==> src/rtl/tcu_pkg.sv <==
package tcu_pkg;
  localparam int unsigned ADDR_W = 3;
  localparam int unsigned CTL_W  = 3;
  localparam int unsigned NSRC   = 4;

  typedef enum logic [ADDR_W-1:0] {
    A_CAP_LO = 3'd0,
    A_CAP_HI = 3'd1,
    A_CMP_LO = 3'd2,
    A_CMP_HI = 3'd3,
    A_MASK   = 3'd4,
    A_FLAG   = 3'd5,
    A_CTRL   = 3'd6
  } reg_addr_e;

  localparam int unsigned CTL_SRC  = 0;
  localparam int unsigned CTL_RISE = 1;
  localparam int unsigned CTL_TOP  = 2;

  // lowest byte position of the four-bit flag / mask field
  localparam int unsigned FLD_LO   = 2;
  // index inside the four-bit field
  localparam int unsigned S_OVF  = 0;
  localparam int unsigned S_CMPB = 1;
  localparam int unsigned S_CMPA = 2;
  localparam int unsigned S_CAP  = 3;
endpackage

==> src/rtl/tcu_trig_sync.sv <==
module tcu_trig_sync #(
  parameter int unsigned STAGES = 2
) (
  input  logic clk,
  input  logic rst,
  input  logic pin_i,
  input  logic cmp_i,
  input  logic src_sel_i,
  input  logic rise_i,
  output logic evt_o
);
  // [STAGES-1] is the synchronized level, [STAGES] its previous value
  logic [STAGES:0] sh_q;
  logic            src;
  logic            cur;
  logic            prv;

  assign src = src_sel_i ? cmp_i : pin_i;

  always_ff @(posedge clk) begin
    if (rst) sh_q <= '0;
    else     sh_q <= {sh_q[STAGES-1:0], src};
  end

  assign cur   = sh_q[STAGES-1];
  assign prv   = sh_q[STAGES];
  assign evt_o = rise_i ? (cur & ~prv) : (~cur & prv);

  // one detected edge gives exactly one event cycle
  assert_evt_single_R2: assert property (@(posedge clk) disable iff (rst)
    evt_o |=> !evt_o);
endmodule

==> src/rtl/tcu_wide_regs.sv <==
module tcu_wide_regs
  import tcu_pkg::*;
#(
  parameter int unsigned CNT_W = 16,
  parameter int unsigned BUS_W = 8
) (
  input  logic              clk,
  input  logic              rst,
  input  logic [CNT_W-1:0]  cnt_i,
  input  logic              cap_evt_i,
  input  logic              wr_i,
  input  logic              rd_i,
  input  logic [ADDR_W-1:0] addr_i,
  input  logic [BUS_W-1:0]  wdata_i,
  output logic [CNT_W-1:0]  cap_o,
  output logic [CNT_W-1:0]  cmp_o,
  output logic [BUS_W-1:0]  rdata_o
);
  localparam int unsigned HI_W = CNT_W - BUS_W;

  logic [HI_W-1:0]  temp_q;
  logic [CNT_W-1:0] cap_q;
  logic [CNT_W-1:0] cmp_q;

  logic wr_hi, rd_cap_lo, rd_cmp_lo, wr_cap_lo, wr_cmp_lo;
  assign wr_hi     = wr_i && (addr_i == A_CAP_HI || addr_i == A_CMP_HI);
  assign wr_cap_lo = wr_i && (addr_i == A_CAP_LO);
  assign wr_cmp_lo = wr_i && (addr_i == A_CMP_LO);
  assign rd_cap_lo = rd_i && (addr_i == A_CAP_LO);
  assign rd_cmp_lo = rd_i && (addr_i == A_CMP_LO);

  // shared high-byte holding register
  always_ff @(posedge clk) begin
    if (rst)            temp_q <= '0;
    else if (wr_hi)     temp_q <= wdata_i[HI_W-1:0];
    else if (rd_cap_lo) temp_q <= cap_q[CNT_W-1:BUS_W];
    else if (rd_cmp_lo) temp_q <= cmp_q[CNT_W-1:BUS_W];
  end

  // capture event has priority over a software commit
  always_ff @(posedge clk) begin
    if (rst)            cap_q <= '0;
    else if (cap_evt_i) cap_q <= cnt_i;
    else if (wr_cap_lo) cap_q <= {temp_q, wdata_i};
  end

  always_ff @(posedge clk) begin
    if (rst)            cmp_q <= '0;
    else if (wr_cmp_lo) cmp_q <= {temp_q, wdata_i};
  end

  always_comb begin
    case (addr_i)
      A_CAP_LO: rdata_o = cap_q[BUS_W-1:0];
      A_CMP_LO: rdata_o = cmp_q[BUS_W-1:0];
      A_CAP_HI,
      A_CMP_HI: rdata_o = BUS_W'(temp_q);
      default:  rdata_o = '0;
    endcase
  end

  assign cap_o = cap_q;
  assign cmp_o = cmp_q;

  assert_capture_load_R2: assert property (@(posedge clk) disable iff (rst)
    cap_evt_i |=> cap_q == $past(cnt_i));

  assert_low_commit_R6: assert property (@(posedge clk) disable iff (rst)
    wr_cmp_lo |=> cmp_q == {$past(temp_q), $past(wdata_i)});

  assert_temp_hold_R5: assert property (@(posedge clk) disable iff (rst)
    (rd_i && !wr_i && addr_i == A_CAP_HI) |=> $stable(temp_q));
endmodule

==> src/rtl/tcu_irq_ctrl.sv <==
module tcu_irq_ctrl
  import tcu_pkg::*;
#(
  parameter int unsigned BUS_W = 8
) (
  input  logic             clk,
  input  logic             rst,
  input  logic [NSRC-1:0]  set_i,
  input  logic             wr_mask_i,
  input  logic             wr_flag_i,
  input  logic [NSRC-1:0]  wfield_i,
  input  logic             ack_cap_i,
  input  logic             gie_i,
  output logic [BUS_W-1:0] mask_byte_o,
  output logic [BUS_W-1:0] flag_byte_o,
  output logic [NSRC-1:0]  irq_o
);
  logic [NSRC-1:0] mask_q;
  logic [NSRC-1:0] flag_q;
  logic [NSRC-1:0] irq_q;
  logic [NSRC-1:0] clr;

  always_ff @(posedge clk) begin
    if (rst)            mask_q <= '0;
    else if (wr_mask_i) mask_q <= wfield_i;
  end

  for (genvar i = 0; i < NSRC; i++) begin : g_flag
    if (i == S_CAP) begin : g_ack
      assign clr[i] = (wr_flag_i & wfield_i[i]) | ack_cap_i;
    end else begin : g_plain
      assign clr[i] = wr_flag_i & wfield_i[i];
    end
    always_ff @(posedge clk) begin
      if (rst)           flag_q[i] <= 1'b0;
      else if (set_i[i]) flag_q[i] <= 1'b1;
      else if (clr[i])   flag_q[i] <= 1'b0;
    end
  end

  always_ff @(posedge clk) begin
    if (rst) irq_q <= '0;
    else     irq_q <= flag_q & mask_q & {NSRC{gie_i}};
  end

  always_comb begin
    mask_byte_o = '0;
    flag_byte_o = '0;
    mask_byte_o[FLD_LO +: NSRC] = mask_q;
    flag_byte_o[FLD_LO +: NSRC] = flag_q;
  end

  assign irq_o = irq_q;

  assert_irq_gie_R11: assert property (@(posedge clk) disable iff (rst)
    (|irq_q) |-> $past(gie_i));

  assert_irq_mask_R11: assert property (@(posedge clk) disable iff (rst)
    (|irq_q) |-> ((irq_q & ~$past(mask_q)) == '0));

  assert_set_wins_R9: assert property (@(posedge clk) disable iff (rst)
    (|set_i) |=> ((flag_q & $past(set_i)) == $past(set_i)));
endmodule

==> src/rtl/timer_capture_unit.sv <==
module timer_capture_unit
  import tcu_pkg::*;
#(
  parameter int unsigned CNT_W       = 16,
  parameter int unsigned BUS_W       = 8,
  parameter int unsigned SYNC_STAGES = 2
) (
  input  logic              clk,
  input  logic              rst,
  input  logic [CNT_W-1:0]  cnt_i,
  input  logic              trig_pin_i,
  input  logic              trig_cmp_i,
  input  logic              match_a_i,
  input  logic              match_b_i,
  input  logic              ovf_i,
  input  logic              global_ie_i,
  input  logic              cap_ack_i,
  input  logic [ADDR_W-1:0] bus_addr_i,
  input  logic              bus_wr_i,
  input  logic              bus_rd_i,
  input  logic [BUS_W-1:0]  bus_wdata_i,
  output logic [BUS_W-1:0]  bus_rdata_o,
  output logic [NSRC-1:0]   irq_o,
  output logic [CNT_W-1:0]  top_o,
  output logic [CNT_W-1:0]  cmpa_o
);
  logic [CTL_W-1:0] ctrl_q;
  logic             evt_raw;
  logic             cap_evt;
  logic [CNT_W-1:0] cap_val;
  logic [BUS_W-1:0] wide_rdata;
  logic [BUS_W-1:0] mask_byte;
  logic [BUS_W-1:0] flag_byte;
  logic [BUS_W-1:0] rd_mux;
  logic [BUS_W-1:0] rdata_q;
  logic [CNT_W-1:0] top_q;
  logic [NSRC-1:0]  set_vec;

  always_ff @(posedge clk) begin
    if (rst)                                   ctrl_q <= '0;
    else if (bus_wr_i && bus_addr_i == A_CTRL) ctrl_q <= bus_wdata_i[CTL_W-1:0];
  end

  tcu_trig_sync #(.STAGES(SYNC_STAGES)) u_sync (
    .clk      (clk),
    .rst      (rst),
    .pin_i    (trig_pin_i),
    .cmp_i    (trig_cmp_i),
    .src_sel_i(ctrl_q[CTL_SRC]),
    .rise_i   (ctrl_q[CTL_RISE]),
    .evt_o    (evt_raw)
  );

  // in limit mode the register belongs to software
  assign cap_evt = evt_raw & ~ctrl_q[CTL_TOP];

  tcu_wide_regs #(.CNT_W(CNT_W), .BUS_W(BUS_W)) u_wide (
    .clk      (clk),
    .rst      (rst),
    .cnt_i    (cnt_i),
    .cap_evt_i(cap_evt),
    .wr_i     (bus_wr_i),
    .rd_i     (bus_rd_i),
    .addr_i   (bus_addr_i),
    .wdata_i  (bus_wdata_i),
    .cap_o    (cap_val),
    .cmp_o    (cmpa_o),
    .rdata_o  (wide_rdata)
  );

  always_comb begin
    set_vec         = '0;
    set_vec[S_CAP]  = cap_evt;
    set_vec[S_CMPA] = match_a_i;
    set_vec[S_CMPB] = match_b_i;
    set_vec[S_OVF]  = ovf_i;
  end

  tcu_irq_ctrl #(.BUS_W(BUS_W)) u_irq (
    .clk        (clk),
    .rst        (rst),
    .set_i      (set_vec),
    .wr_mask_i  (bus_wr_i && bus_addr_i == A_MASK),
    .wr_flag_i  (bus_wr_i && bus_addr_i == A_FLAG),
    .wfield_i   (bus_wdata_i[FLD_LO +: NSRC]),
    .ack_cap_i  (cap_ack_i),
    .gie_i      (global_ie_i),
    .mask_byte_o(mask_byte),
    .flag_byte_o(flag_byte),
    .irq_o      (irq_o)
  );

  always_comb begin
    case (bus_addr_i)
      A_CAP_LO, A_CAP_HI, A_CMP_LO, A_CMP_HI: rd_mux = wide_rdata;
      A_MASK:  rd_mux = mask_byte;
      A_FLAG:  rd_mux = flag_byte;
      A_CTRL:  rd_mux = BUS_W'(ctrl_q);
      default: rd_mux = '0;
    endcase
  end

  always_ff @(posedge clk) begin
    if (rst)           rdata_q <= '0;
    else if (bus_rd_i) rdata_q <= rd_mux;
  end

  always_ff @(posedge clk) begin
    if (rst) top_q <= '1;
    else     top_q <= ctrl_q[CTL_TOP] ? cap_val : '1;
  end

  assign bus_rdata_o = rdata_q;
  assign top_o       = top_q;

  assert_top_hold_R7: assert property (@(posedge clk) disable iff (rst)
    (ctrl_q[CTL_TOP] && !bus_wr_i) |=> $stable(cap_val));
endmodule

==> config.mk <==
export PLATFORM = sky130hd
export DESIGN_NAME = timer_capture_unit
export DESIGN_NICKNAME = d
export VERILOG_FILES = /design/src/rtl/tcu_pkg.sv /design/src/rtl/tcu_trig_sync.sv /design/src/rtl/tcu_wide_regs.sv /design/src/rtl/tcu_irq_ctrl.sv /design/src/rtl/timer_capture_unit.sv
export SDC_FILE = /design/constraint.sdc
export NUM_CORES = 1
export LEC_CHECK = 0
export BUFFER_PORTS_ARGS = -buffer_cell sky130_fd_sc_hd__buf_2
export CAP_MARGIN = 5
export CORE_MARGIN = 2
export CORE_UTILIZATION = 53
export CTS_CLUSTER_SIZE = 20
export DETAILED_ROUTE_END_ITERATION = 10
export PLACE_DENSITY = 0.79
export SKIP_CTS_REPAIR_TIMING = 1
export SYNTH_ARGS = -nofsm -noshare
export SYNTH_HDL_FRONTEND = slang
export SYNTH_SLANG_ARGS = --single-unit
==> constraint.sdc <==
create_clock -name clk -period 2 [get_ports clk]
set_clock_uncertainty 0.15 [all_clocks]
set_input_delay 0.1 -clock clk [delete_from_list [all_inputs] [get_ports clk]]
set_output_delay 0.1 -clock clk [all_outputs]
set_load 0.05 [all_outputs]
==> run metrics <==
setup repair after global routing missed its margin no; unique cell type count in the Yosys netlist 39; fraction of layout cells with a size suffix above 1 21.7%; asr flop ratio synth 0%; Hold Path Origin rst; sequential area share after synthesis 48.1%; CTS buffer count 9; Worst Hold Depth 2; Synth Register Bits 82; total routed wirelength 9.15 mm; fin crit share 85.0%; hold_ws 15.7 ps; core area 0.00628 sq mm; clk slew on worst S/H paths 90 ps; Clk pwr share 35.2%; first-pass GRT wire length 13.9 mm; Initial DRC Count 263; Synth Warn # 0; switching pwr 0.000912 W; switching portion of total power 28.4%; Total GRT Usage 24.7%; CTS Root Cell clkbuf_8; Synth Cell Area 0.00341 sq mm; Routed wire per std cell 16.1 um; ant diodes 0; vias in the first global route 2818; Die Span Y 84.3 um; critical path launch point type input port; Synth Flop Type dfxtp_1; worst skew pair latency 360 ps; Critical Path AT 1800 ps; VDD IR max 512 uV; initial antenna violation count 0; hpwl dp 6.04 mm; I/O Pins 82; Synth Instances 383; R2R Path End u_wide.cap_o[11]$_SDFFE_PP0P_; setup_tns 0 ps; Crit Path Class input port to flip-flop; Final #Nets 525; hold path endpoint ctrl_q[2]$_SDFFE_PP0P_; count of final setup violators 0; status finished, final reports clean; FMAX 0.588 GHz; Worst Hold Class input port to flip-flop; H-tree depth 3; CP endpoint kind flip-flop; R2R Setup Slk 300 ps; Worst R2R Path Depth 4; die width 84.3 um; grt ovf 0; Leak 1.72 nW; fin area 0.00435 sq mm; non-filler instance count after layout 569; vias per cell 5.71; FP Rows 29; P_int 0.00230 W; TritonCTS clock tree built; Max Transition Viols Final 0; Synth top area share 48.1%; PwrDens 740 mW/mm^2; placed insts 520; Slew @ Worst Pin 623 ps; Slew HR 58.4%; DR pass1 iterations 5; sequential power share 53.3%; worst path cell trace buf_2 > buf_4 > and4b_1 > nand2_1 > a21oi_1 > dlygate4sd3_1 > nor2_1; Synth area leaders dfxtp_1 (48%), nand2_1 (8.2%), mux2i_1 (8.2%); syn_nets 421; crit-path max FO 17; placed cell areas 0.00383 sq mm; Comb power frac 11.5%; DR DRC count 0; initial core utilization 54.4%; count of input and output buffers 81; Synth area leader dfxtp_1; Reg2Reg Launch Point ctrl_q[1]$_SDFFE_PP0P_; Clock Sinks 82; largest net degree at the start of global routing 47; clk buf depth 2; max-cap violations 0; syn_area_per_cell 8.91 sq um; critical path's largest stage delay 560 ps; crit path time final 1700 ps; Layout Utilization 69.2%; GPL Wtd Cong 0.833; vias post-DR 3250; Post-synth EDFFs 0; slowest stage cell, crit path dlygate4sd3_1; Hold Vio Cnt, Final 0; Routed Antenna Nets 0; Req. time, crit path 2100 ps; die footprint 0.00710 sq mm; P&R area growth vs syn 27.3%
## sequential cells by signal, indices dropped and copies added, names as in the netlist
signal             cells
u_irq.mask_q           4
u_irq.irq_o            4
u_wide.cap_o          16
u_sync.sh_q            3
ctrl_q                 3
u_irq.flag_byte_o      4
u_wide.temp_q          8
u_wide.cmp_o          16
bus_rdata_o            8
top_o                 16
## worst max-delay path, delay by kind of cell
| kind | cells | cell delay (ps) |
|---|---|---|
| buf+inv | 3 | 1100 |
| simple gates | 3 | 470 |
| compound gates | 1 | 130 |
## metrics by stage
| step | total power (W) | worst slack, ps |
|---|---|---|
| 3_5_place_dp | 0.00206 | 136 |
| 3_3_place_gp | 0.00206 | 227 |
| 6_report | 0.00321 | 300 |
| 5_1_grt | 0.00332 | 189 |
| 4_1_cts | 0.00315 | 92.3 |
| 2_1_floorplan | 0.00195 | 487 |
## layout by cell type (no fill, tap or decap), types with 2 or more instances in the layout
| cell | count |
|---|---|
| dfxtp_1 | 82 |
| buf_2 | 81 |
| nand2_1 | 75 |
| nor2_1 | 33 |
| dlygate4sd3_1 | 33 |
| mux2i_1 | 28 |
| a21oi_1 | 27 |
| nand2b_1 | 19 |
| a311oi_1 | 15 |
| nor2b_1 | 11 |
| a22oi_1 | 10 |
| clkbuf_8 | 9 |
| a22o_1 | 8 |
| o22ai_1 | 8 |
| and3_1 | 5 |
| o21ai_0 | 5 |
| a211oi_1 | 5 |
| inv_1 | 4 |
| buf_4 | 4 |
| nand3b_1 | 3 |
| clkinv_4 | 3 |
| inv_6 | 3 |
| nor3_4 | 2 |
| o211ai_1 | 2 |
| o32ai_1 | 2 |
## cells by family after synthesis
family          count (synthesis)  synth area share, %
simple gates                  156                 21.8
compound gates                 86                 17.4
flops                          82                 48.1
buf+inv                        31                 4.51
mux                            28                 8.21
## cells in the mapped netlist (all sizes together) (2+ instances only)
master and n:
o211ai 2, a21oi 27, nand2b 19, o32ai 2, mux2i 28, and3 5, o22ai 8, buf 13
dfxtp 82, nor2b 11, inv 4, nand3b 3, a22oi 10, clkbuf 13, nor2 33, nand2 75
a311oi 16, nor3 2, a22o 8, o21ai 5, a211oi 5
## routing by layer
metal  global-route usage, %  vias to the layer above  wire length, um
li1                        -                     1548                -
met1                    33.6                     1513             3970
met2                    39.4                      165             4310
met3                    4.13                       24              658
met4                    9.38                        0              205
met5                       0                        -                0
## power groups by stage
stage	combinational [W]	clock (W)	sequential, W
floorplan	0.000171	0	0.00178
global placement	0.000307	0	0.00175
detailed placement	0.000311	0	0.00175
CTS	0.000313	0.00113	0.00171
global route	0.000398	0.00120	0.00172
finish	0.000370	0.00113	0.00171
## final cells by class
type | count | area (sq um)
tap | 77 | 96.3
sequential | 82 | 1640
timing repair buffer | 119 | 786
multi-input combinational | 270 | 1620
inverter | 5 | 18.8
clock inverter | 7 | 60.1
fill | 486 | 1930
clock buffer | 9 | 124
## how the worst max path moves through the flow
stage                            from                                 to  slack (ps)
6_report                bus_addr_i[0]  u_irq.flag_byte_o[4]$_SDFFE_PP0P_         300
5_1_grt                 bus_addr_i[0]  u_irq.flag_byte_o[4]$_SDFFE_PP0P_         190
4_1_cts        ctrl_q[1]$_SDFFE_PP0P_      u_wide.cap_o[12]$_SDFFE_PP0P_          90
3_5_place_dp   ctrl_q[1]$_SDFFE_PP0P_       u_wide.cap_o[8]$_SDFFE_PP0P_         140
3_3_place_gp   ctrl_q[1]$_SDFFE_PP0P_      u_wide.cap_o[11]$_SDFFE_PP0P_         230
2_1_floorplan  ctrl_q[1]$_SDFFE_PP0P_      u_wide.cap_o[11]$_SDFFE_PP0P_         490
Power figures use the tool's default switching activity.
